<file path="config.mk">
export PLATFORM = sky130hd
export DESIGN_NAME = nand_strobe_gen
export DESIGN_NICKNAME = d
export VERILOG_FILES = /design/src/rtl/nand_strobe_pkg.sv /design/src/rtl/nand_strobe_path.sv /design/src/rtl/nand_strobe_ctrl.sv /design/src/rtl/nand_strobe_gen.sv
export SDC_FILE = /design/constraint.sdc
export NUM_CORES = 1
export LEC_CHECK = 0
export BUFFER_PORTS_ARGS = -buffer_cell sky130_fd_sc_hd__buf_2
export CORE_ASPECT_RATIO = 1.75
export CORE_MARGIN = 1.5
export CORE_UTILIZATION = 30
export DETAILED_ROUTE_END_ITERATION = 8
export GPL_ROUTABILITY_DRIVEN = 0
export PLACE_DENSITY = 0.57
export SKIP_LAST_GASP = 1
export SLEW_MARGIN = 20
export SYNTH_ARGS = -nofsm -noshare
export SYNTH_HDL_FRONTEND = slang
export SYNTH_SLANG_ARGS = --single-unit
</file>
<file path="constraint.sdc">
create_clock -name clk -period 3.6 [get_ports clk]
set_input_delay 0.36 -clock clk [delete_from_list [all_inputs] [get_ports clk]]
set_output_delay 0.36 -clock clk [all_outputs]
set_load 0.005 [all_outputs]
</file>
<file path="src/rtl/nand_strobe_pkg.sv">
package nand_strobe_pkg;

  typedef enum logic [1:0] {
    PH_IDLE   = 2'd0,
    PH_SETUP  = 2'd1,
    PH_ACTIVE = 2'd2,
    PH_HOLD   = 2'd3
  } phase_e;

  typedef enum logic [1:0] {
    KIND_DATA = 2'b00,
    KIND_CMD  = 2'b01,
    KIND_ADDR = 2'b10,
    KIND_RSVD = 2'b11
  } kind_e;

  // Control-to-datapath strobes
  typedef struct packed {
    logic   capture;     // accept request: snapshot fields, load setup count
    logic   loadActive;  // load strobe-width count
    logic   loadHold;    // load hold count
    logic   countDown;   // decrement phase counter
    phase_e phase;       // current phase
  } strobe_t;

endpackage

</file>
<file path="src/rtl/nand_strobe_path.sv">
module nand_strobe_path
  import nand_strobe_pkg::*;
#(
  parameter int DATA_W   = 8,
  parameter int SETUP_W  = 2,
  parameter int ACTIVE_W = 3,
  parameter int HOLD_W   = 3
) (
  input  logic                                clk,
  input  logic                                rstN,
  input  logic                                regWrEn,
  input  logic                                regSel,
  input  logic [SETUP_W+ACTIVE_W+HOLD_W-1:0] regWrData,
  input  logic [1:0]                          startKind,
  input  logic [DATA_W-1:0]                   startByte,
  input  strobe_t                             str,
  output logic                                cntZero,
  output logic                                ctrlEnable,
  output logic                                cmdLatch,
  output logic                                addrLatch,
  output logic                                writeStrobeN,
  output logic                                chipSelN,
  output logic                                busDriveEn,
  output logic [DATA_W-1:0]                   busData
);

  localparam int CFG_W = SETUP_W + ACTIVE_W + HOLD_W;
  localparam int MAX_AH = (ACTIVE_W > HOLD_W) ? ACTIVE_W : HOLD_W;
  localparam int CNT_W = (SETUP_W > MAX_AH) ? SETUP_W : MAX_AH;
  localparam int ACT_LSB = SETUP_W;
  localparam int HOLD_LSB = SETUP_W + ACTIVE_W;

  typedef logic [CNT_W-1:0] cnt_t;

  logic [CFG_W-1:0]    cfgWord;
  logic                csLevel;
  logic [ACTIVE_W-1:0] snapActive;
  logic [HOLD_W-1:0]   snapHold;
  logic [DATA_W-1:0]   snapByte;
  kind_e               snapKind;
  cnt_t                phaseCnt;

  // Register write port
  always_ff @(posedge clk or negedge rstN) begin
    if (!rstN) begin
      cfgWord    <= '1;
      ctrlEnable <= 1'b0;
      csLevel    <= 1'b1;
    end else if (regWrEn) begin
      if (regSel) begin
        ctrlEnable <= regWrData[0];
        csLevel    <= regWrData[1];
      end else begin
        cfgWord <= regWrData;
      end
    end
  end

  // Per-cycle snapshot
  always_ff @(posedge clk or negedge rstN) begin
    if (!rstN) begin
      snapActive <= '0;
      snapHold   <= '0;
      snapByte   <= '0;
      snapKind   <= KIND_DATA;
    end else if (str.capture) begin
      snapActive <= cfgWord[ACT_LSB +: ACTIVE_W];
      snapHold   <= cfgWord[HOLD_LSB +: HOLD_W];
      snapByte   <= startByte;
      snapKind   <= kind_e'(startKind);
    end
  end

  // Shared phase counter
  always_ff @(posedge clk or negedge rstN) begin
    if (!rstN) begin
      phaseCnt <= '0;
    end else if (str.capture) begin
      phaseCnt <= cnt_t'(cfgWord[SETUP_W-1:0]);
    end else if (str.loadActive) begin
      phaseCnt <= cnt_t'(snapActive);
    end else if (str.loadHold) begin
      phaseCnt <= cnt_t'(snapHold);
    end else if (str.countDown) begin
      phaseCnt <= phaseCnt - cnt_t'(1);
    end
  end

  assign cntZero = (phaseCnt == '0);

  // Bus decode from the registered phase
  always_comb begin
    busDriveEn   = (str.phase != PH_IDLE);
    writeStrobeN = (str.phase != PH_ACTIVE);
    cmdLatch     = busDriveEn && (snapKind == KIND_CMD);
    addrLatch    = busDriveEn && (snapKind == KIND_ADDR);
    busData      = busDriveEn ? snapByte : '0;
    chipSelN     = csLevel;
  end

  // byte captured for a running cycle is not disturbed
  assert_snap_stable_R7 : assert property (@(posedge clk) disable iff (!rstN)
    (str.phase != PH_IDLE) |=> $stable(snapByte));

  // counter only decremented while non-zero
  assert_no_underflow_R2 : assert property (@(posedge clk) disable iff (!rstN)
    str.countDown |=> (phaseCnt != '1));

endmodule

</file>
<file path="src/rtl/nand_strobe_ctrl.sv">
module nand_strobe_ctrl
  import nand_strobe_pkg::*;
(
  input  logic    clk,
  input  logic    rstN,
  input  logic    startReq,
  input  logic    ctrlEnable,
  input  logic    cntZero,
  output strobe_t str,
  output logic    busy,
  output logic    done
);

  phase_e state, nextState;

  always_comb begin
    str       = '0;
    str.phase = state;
    nextState = state;
    unique case (state)
      PH_IDLE: begin
        if (startReq && ctrlEnable) begin
          str.capture = 1'b1;
          nextState   = PH_SETUP;
        end
      end
      PH_SETUP: begin
        if (cntZero) begin
          str.loadActive = 1'b1;
          nextState      = PH_ACTIVE;
        end else begin
          str.countDown = 1'b1;
        end
      end
      PH_ACTIVE: begin
        if (cntZero) begin
          str.loadHold = 1'b1;
          nextState    = PH_HOLD;
        end else begin
          str.countDown = 1'b1;
        end
      end
      PH_HOLD: begin
        if (cntZero) nextState = PH_IDLE;
        else         str.countDown = 1'b1;
      end
    endcase
  end

  always_ff @(posedge clk or negedge rstN) begin
    if (!rstN) begin
      state <= PH_IDLE;
      done  <= 1'b0;
    end else begin
      state <= nextState;
      done  <= (state == PH_HOLD) && cntZero;
    end
  end

  assign busy = (state != PH_IDLE);

  assert_done_pulse_R6 : assert property (@(posedge clk) disable iff (!rstN)
    done |=> !done);

  assert_disabled_idle_R8 : assert property (@(posedge clk) disable iff (!rstN)
    ((state == PH_IDLE) && !ctrlEnable) |=> (state == PH_IDLE));

endmodule

</file>
<file path="src/rtl/nand_strobe_gen.sv">
module nand_strobe_gen
  import nand_strobe_pkg::*;
#(
  parameter int DATA_W   = 8,
  parameter int SETUP_W  = 2,
  parameter int ACTIVE_W = 3,
  parameter int HOLD_W   = 3
) (
  input  logic                                clk,
  input  logic                                rstN,
  input  logic                                regWrEn,
  input  logic                                regSel,
  input  logic [SETUP_W+ACTIVE_W+HOLD_W-1:0] regWrData,
  input  logic                                startReq,
  input  logic [1:0]                          startKind,
  input  logic [DATA_W-1:0]                   startByte,
  output logic                                busy,
  output logic                                done,
  output logic                                cmdLatch,
  output logic                                addrLatch,
  output logic                                writeStrobeN,
  output logic                                chipSelN,
  output logic                                busDriveEn,
  output logic [DATA_W-1:0]                   busData
);

  strobe_t str;
  logic    cntZero;
  logic    ctrlEnable;

  nand_strobe_ctrl u_ctrl (
    .clk        (clk),
    .rstN       (rstN),
    .startReq   (startReq),
    .ctrlEnable (ctrlEnable),
    .cntZero    (cntZero),
    .str        (str),
    .busy       (busy),
    .done       (done)
  );

  nand_strobe_path #(
    .DATA_W   (DATA_W),
    .SETUP_W  (SETUP_W),
    .ACTIVE_W (ACTIVE_W),
    .HOLD_W   (HOLD_W)
  ) u_path (
    .clk          (clk),
    .rstN         (rstN),
    .regWrEn      (regWrEn),
    .regSel       (regSel),
    .regWrData    (regWrData),
    .startKind    (startKind),
    .startByte    (startByte),
    .str          (str),
    .cntZero      (cntZero),
    .ctrlEnable   (ctrlEnable),
    .cmdLatch     (cmdLatch),
    .addrLatch    (addrLatch),
    .writeStrobeN (writeStrobeN),
    .chipSelN     (chipSelN),
    .busDriveEn   (busDriveEn),
    .busData      (busData)
  );

  assert_strobe_driven_R3 : assert property (@(posedge clk) disable iff (!rstN)
    !writeStrobeN |-> busDriveEn);

  assert_one_latch_R5 : assert property (@(posedge clk) disable iff (!rstN)
    !(cmdLatch && addrLatch));

  assert_done_released_R6 : assert property (@(posedge clk) disable iff (!rstN)
    done |-> !busDriveEn);

endmodule

</file>
==> metrics.md, run 1 <==
| Metric | Value |
|---|---|
| Rows | `35` |
| Nets | `around 230` |
| Worst path required time | `3790 ps` |
| Synth warnings | `0` |
| Die Area | `about 5800 µm²` |
| LEAKAGE | `0.931 nW` |
| Post-route cell area | `roughly 1900 µm²` |
| Post-synth top flop | `dfrtp_1` |
| Fmax | `0.491 GHz` |
| Total gr overflow | `0` |
| Drt wl/cell | `about 12 µm` |
| Pre-CTS setup slack | `1540 ps` |
| Slowest cell on the critical path | `ha_1` |
| Antenna diode count | `0` |
| Number of buffers created by CTS | `5` |
| RSZ-0062 raised after global routing | `false` |
| Status | `completed` |
| CORE AREA | `roughly 5200 µm²` |
| TritonCTS clock tree | `built` |
| HPWL after detailed placement | `between 2 and 2.5 mm` |
| Register area share after synthesis | `0.505` |
| Die Height | `99.9 µm` |
| GRT Total Usage | `0.116` |
| Post-route setup TNS | `0 ps` |
| Max Cap Viol | `0` |
| DRT Pass-1 Iters | `4` |
| Delay-heaviest family, CP | `adder cells` |
| Clock Sink Count | `32` |
| Initial antenna violation count | `0` |
| Number of flops mapped to enable cells by yosys | `0` |
| Syn avg cell area | `~10 µm²` |
| Fraction of layout cells with a size suffix above 1 | `0.359` |
| Starting density of the core | `0.309` |
| Synthesized Nets | `189` |
| Post-CTS Resized | `0` |
| Vias in the first global route | `1124` |
| Critical path arrival | `2220 ps` |
| Crit path largest cell delay | `500 ps` |
| Fill cell total of the finished layout | `about 550` |
| Clock transition at the registers of the reported paths | `around 60 ps` |
| Peak supply drop | `0.284 mV` |
| Post-CTS Setup Inserts | `0` |
| Global-route wire length before repair | `around 5 mm` |
| Fin crit share | `0.565` |
| CP max FO | `18` |
| Max-slew violation count | `0` |
| Final setup vio count | `0` |
| # DRC | `0` |
| Cell count of the worst reg-to-reg path | `6` |
| Hold Vio Cnt, Final | `0` |
| Ys async rst share | `1.00` |
| Distinct cells, synth | `39` |
| Gate Count Post-Synth | `160` |
| Horiz. Die Dim | `58.4 µm` |
| Placed Area | `1810 µm²` |
| DR vias | `about 1200` |
| Worst hold path class | `in2async` |
| I/O pin total | `38` |
| Critical path class | `reg2reg` |
| H-tree depth | `2` |
| Iteration-0 DRC Markers | `13` |
| Max-slew headroom | `0.529` |
| Final WL | `3.01 mm` |
| Area grow syn2layout | `17.4%` |
| Buffers & Inverters on Critical Path | `1` |
| Vias per cell | `4.59` |
| Power, Total | `about 1.5 mW` |
| Largest net degree at the start of global routing | `33` |
| Crit path launch type | `register` |
| Root Driver | `clkbuf_8` |
| Post-synthesis sequential element count | `32` |
| Final ANT Viol Nets | `0` |
| Setup Skew | `6.01 ps` |
| Clk buf depth | `2` |
| Pwr/cell area | `805 nW/µm²` |
| CTS Hold Bufs | `0` |
| Cell Area, Synth | `1610 µm²` |
| Endpoint class of the critical path | `register` |
| Crit path depth | `6` |
| Slew of the pin with the lowest slew margin | `706 ps` |
| Clk_lat worst skew | `between 200 and 300 ps` |
| Port bufs | `37` |
| Tmin final | `a little over 2000 ps` |
| Setup ws final | `1560 ps` |
| Crit-path cells | `inv_1, ha_1, nand3_2, o21ai_0, a211oi_1, o31ai_1` |
-- synth_stat cells, types with 2 or more instances --
library cell / instances / area share
nand2_1: 52 / 0.12
dfrtp_1: 23 / 0.36
mux2_2: 10 / 0.070
dfstp_2: 9 / 0.15
nor2b_1: 9 / 0.035
inv_1: 7 / 0.016
ha_1: 6 / 0.047
nor2_1: 5 / 0.012
o21ai_0: 4 / 0.012
o21ai_1: 3 / 0.0093
buf_4: 2 / 0.0093
clkbuf_1: 2 / 0.0047
nor3b_1: 2 / 0.0093
-- routing by layer --
| metal | track usage | wire (µm) | vias up |
|---|---|---|---|
| met5 | 0 | 0 | - |
| met4 | 0.0805 | 91 | 0 |
| met3 | 0.0206 | 107 | 6 |
| met2 | 0.195 | 1610 | 25 |
| met1 | 0.128 | 1200 | 540 |
| li1 | - | - | 590 |
-- layout make-up --
class	count	area (µm²)	area share
Clock buffer	8	80.1	0.0424
Inverter	7	26.3	0.0139
Tap cell	55	68.8	0.0364
Timing Repair Buffer	37	185	0.0980
Multi-Input combinational cell	114	717	0.379
Sequential cell	32	812	0.430
-- worst paths after layout --
check,start,end,slack [ps]
worst max-delay path,u_ctrl.state[0],u_path.phaseCnt[1],1560
worst min-delay path,rstN,u_path.ctrlEnable,130
worst max register to register,u_ctrl.state[0],u_path.phaseCnt[1],1560
worst min register to register,u_path.snapByte[6],u_path.snapByte[6],460
max in group asynchronous,rstN,u_path.snapByte[6],3010
min in group clk,startKind[1],u_path.snapKind[1],270
-- where the power goes --
part / internal (mW) / switching [mW]
clock network: 0.137 / 0.119
logic: 0.320 / 0.352
registers: 0.514 / 0.0784
total: 0.971 / 0.549
-- state kept, by name, summed over array words and instances (netlist names) --
signal             count
u_ctrl.state           2
u_path.snapByte        8
u_path.ctrlEnable      1
u_path.chipSelN        1
u_path.cfgWord         8
u_path.phaseCnt        3
u_path.snapHold        3
u_ctrl.done            1
u_path.snapActive      3
u_path.snapKind        2
-- placed cells by master, fill, tap and decap left out, types with 2 or more instances in the layout --
master / synthesis / routed
mux2_2: 10 / 10
o21ai_1: 3 / 3
dfrtp_1: 23 / 23
clkbuf_1: 2 / 3
clkbuf_8: 0 / 5
buf_2: 1 / 37
o21ai_0: 4 / 4
nand2_1: 52 / 52
dfstp_2: 9 / 9
nor2_1: 5 / 5
nor2b_1: 9 / 9
nor3b_1: 2 / 2
inv_1: 7 / 7
ha_1: 6 / 6
-- kinds of logic (layout without fill, tap and decap cells) --
logic type,count (synthesis),after routing,share of synthesized area
compound gates,16,16,0.0793
fa+ha+maj,6,6,0.0467
buf+inv,14,52,0.0498
flops,32,32,0.505
mux,11,11,0.0770
simple gates,81,81,0.243
-- stage by stage --
stage | std cells | util | hold WS (ps)
finish | 253 | 0.363 | 126
global route | 253 | 0.363 | 181
CTS | 253 | 0.363 | 148
detailed placement | 245 | 0.347 | 454
global placement | 245 | 0.347 | 450
floorplan | 160 | - | 64.4
(Power assumes the default switching activity.)
==> run 2: changes to the inputs <==
==> constraint.sdc (replaced) <==
create_clock -name clk -period 1.9 [get_ports clk]
set_input_delay 0.19 -clock clk [delete_from_list [all_inputs] [get_ports clk]]
set_output_delay 0.19 -clock clk [all_outputs]
set_load 0.005 [all_outputs]
==> run 2 against run 1 <==
  * Via count rose by 2.7%
  * Combinational power rose by 99%
  * Clock power rose by 120%
  * Clock skew rose by 1.3 ps
==> metrics.md, run 2 (synthesis results as in run 1) <==
| Metric | Value |
|---|---|
| Clk network pwr share | `0.184 (was 0.168)` |
| Total gr overflow | `0 (unchanged)` |
| Initial antenna violation count | `0 (unchanged)` |
| P_sw | `1.07 mW (was 0.549 mW)` |
| Max-slew headroom | `0.536 (was 0.529)` |
| Antenna diode count | `0 (unchanged)` |
| Clk buf depth | `2 (unchanged)` |
| Pre-CTS setup slack | `171 ps (was 1540 ps)` |
| Critical path class | `reg2out (was reg2reg)` |
| Nets | `233 (was 226)` |
| Post-route setup TNS | `0 ps (unchanged)` |
| Vias per cell | `4.58 (was 4.59)` |
| Iteration-0 DRC Markers | `12 (was 13)` |
| Commonest non-fill, non-tap cell in the layout | `nand2_1 (unchanged)` |
| Die Height | `99.9 µm (unchanged)` |
| Tmin final | `roughly 1700 ps` |
| Placed Area | `1850 µm² (was 1810 µm²)` |
| RSZ-0062 raised after global routing | `false (unchanged)` |
| I/O pin total | `38 (unchanged)` |
| Port bufs | `37 (unchanged)` |
| Global-route wire length before repair | `5.21 mm (was 5.06 mm)` |
| Final WL | `3.13 mm (was 3.01 mm)` |
| Vias in the first global route | `1172 (was 1124)` |
| CP max FO | `10 (was 18)` |
| Setup Skew | `7.26 ps (was 6.01 ps)` |
| Post-route cell area | `1970 µm² (was 1890 µm²)` |
| Min-delay src | `startKind[0]` |
| Hold Vio Cnt, Final | `0 (unchanged)` |
| Final setup vio count | `0 (unchanged)` |
| Crit-path cells | `inv_1, ha_1, buf_4, nor3b_1, buf_2 (was inv_1, ha_1, nand3_2, o21ai_0, a211oi_1, o31ai_1)` |
| Final ANT Viol Nets | `0 (unchanged)` |
| TritonCTS clock tree | `built (unchanged)` |
| Worst hold path class | `in2reg (was in2async)` |
| Crit path launch type | `register (unchanged)` |
| Largest net degree at the start of global routing | `33 (unchanged)` |
| Reg-to-Reg End | `u_ctrl.state[1] (was u_path.phaseCnt[1])` |
| GRT Total Usage | `0.120 (was 0.116)` |
| Reg2reg start | `u_ctrl.state[0] (unchanged)` |
| H-tree depth | `2 (unchanged)` |
| Peak supply drop | `0.638 mV (was 0.284 mV)` |
| Critical path arrival | `1550 ps (was 2220 ps)` |
| Worst path required time | `1710 ps (was 3790 ps)` |
| Setup ws final | `155 ps (was 1560 ps)` |
| Drt wl/cell | `12.0 µm (was 11.9 µm)` |
| Starting density of the core | `0.309 (unchanged)` |
| Int Pwr | `1.96 mW (was 0.971 mW)` |
| CORE AREA | `5210 µm² (unchanged)` |
| Cell count of the worst reg-to-reg path | `6 (unchanged)` |
| Clk_lat worst skew | `280 ps (about the same)` |
| Root Driver | `clkbuf_8 (unchanged)` |
| Pwr/cell area | `1540 nW/µm² (was 805 nW/µm²)` |
| LEAKAGE | `0.977 nW (was 0.931 nW)` |
| Setup crit start | `u_ctrl.state[0] (unchanged)` |
| # DRC | `0 (unchanged)` |
| DRT Pass-1 Iters | `3 (was 4)` |
| Endpoint class of the critical path | `output pin (was register)` |
| HPWL after detailed placement | `2.35 mm (was 2.21 mm)` |
| Fin Hold WS | `103 ps (was 126 ps)` |
| Clock Sink Count | `32 (unchanged)` |
| Slowest cell on the critical path | `dfrtp_1 (was ha_1)` |
| Status | `completed (unchanged)` |
| Number of buffers created by CTS | `5 (unchanged)` |
| Fraction of layout cells with a size suffix above 1 | `0.390 (was 0.359)` |
| R2R Setup Slk | `210 ps (was 1560 ps)` |
| Fmax | `about 0.57 GHz` |
| Max-slew violation count | `0 (unchanged)` |
| Max Cap Viol | `0 (unchanged)` |
| Rows | `35 (unchanged)` |
| Fin crit share | `0.918` |
| Top Registers | `u_path.cfgWord: 8 flops, u_path.snapByte: 8 flops (unchanged)` |
| Horiz. Die Dim | `58.4 µm (unchanged)` |
| CP endpoint | `cmdLatch (was u_path.phaseCnt[1])` |
| Sw frac | `0.354 (was 0.361)` |
| Crit path largest cell delay | `440 ps (was 500 ps)` |
| Die Area | `5830 µm² (unchanged)` |
| Logic pwr share | `0.443 (was 0.442)` |
| Area grow syn2layout | `22.4% (was 17.4%)` |
| Most frequent cells in the layout | `nand2_1, buf_2, dfrtp_1 (unchanged)` |
| Post-CTS Setup Inserts | `0 (unchanged)` |
| DR vias | `1192 (was 1161)` |
| Clock transition at the registers of the reported paths | `70 ps (was 60 ps)` |
| Flop pwr share | `0.373 (was 0.390)` |
| Slew of the pin with the lowest slew margin | `697 ps (was 706 ps)` |
run 2: cell type report:
class / instances / area [µm²]
repair buffers: 44 / 240
clock buffers: 8 / 100
inverters: 7 / 26.3
flip-flops and latches: 32 / 812
multi-input cells: 114 / 722
well taps: 55 / 68.8
fillers: 543 / 3240
run 2: timing repair:
| item | in CTS | in global routing |
|---|---|---|
| hold buffers | 1 | 0 |
| gates resized for setup | 0 | 1 |
| endpoints found under the setup margin | 0 | 1 |
| hold endpoints to repair | 23 | 0 |
run 2: worst min path at each step:
stage                         end  cells past startpoint
2_1_floorplan         u_ctrl.done                      0
3_3_place_gp    u_path.ctrlEnable                      1
3_5_place_dp    u_path.ctrlEnable                      1
4_1_cts        u_path.snapByte[1]                      3
5_1_grt        u_path.snapByte[1]                      3
6_report       u_path.snapKind[0]                      3
run 2: metrics by stage:
stage | std cells | power (mW) | utilization
floorplan | 160 | 2.09 | -
global placement | 251 | 2.47 | 0.356
detailed placement | 251 | 2.49 | 0.356
CTS | 260 | 3.08 | 0.377
global route | 260 | 3.30 | 0.378
finish | 260 | 3.03 | 0.378
run 2: worst max-delay path: cells and delay by family, from the launching register on:
family / cells / cell delay (ps)
flops: 1 / 440
buf+inv: 3 / 410
fa+ha+maj: 1 / 240
simple gates: 1 / 190
run 2: power groups by stage:
stage	Combinational [mW]	Clock (mW)	Sequential (mW)
after CTS	1.36	0.586	1.13
after global routing	1.51	0.620	1.17
after global placement	1.33	0	1.14
after detailed placement	1.35	0	1.15
after floorplan	0.989	0	1.10
final	1.34	0.560	1.13
run 2: per-layer routing:
layer | wire, µm | track usage | up-vias
met5 | 0 | 0 | -
met4 | 126 | 0.0823 | 0
met3 | 85 | 0.0271 | 10
met2 | 1670 | 0.207 | 21
met1 | 1250 | 0.125 | 555
li1 | - | - | 606
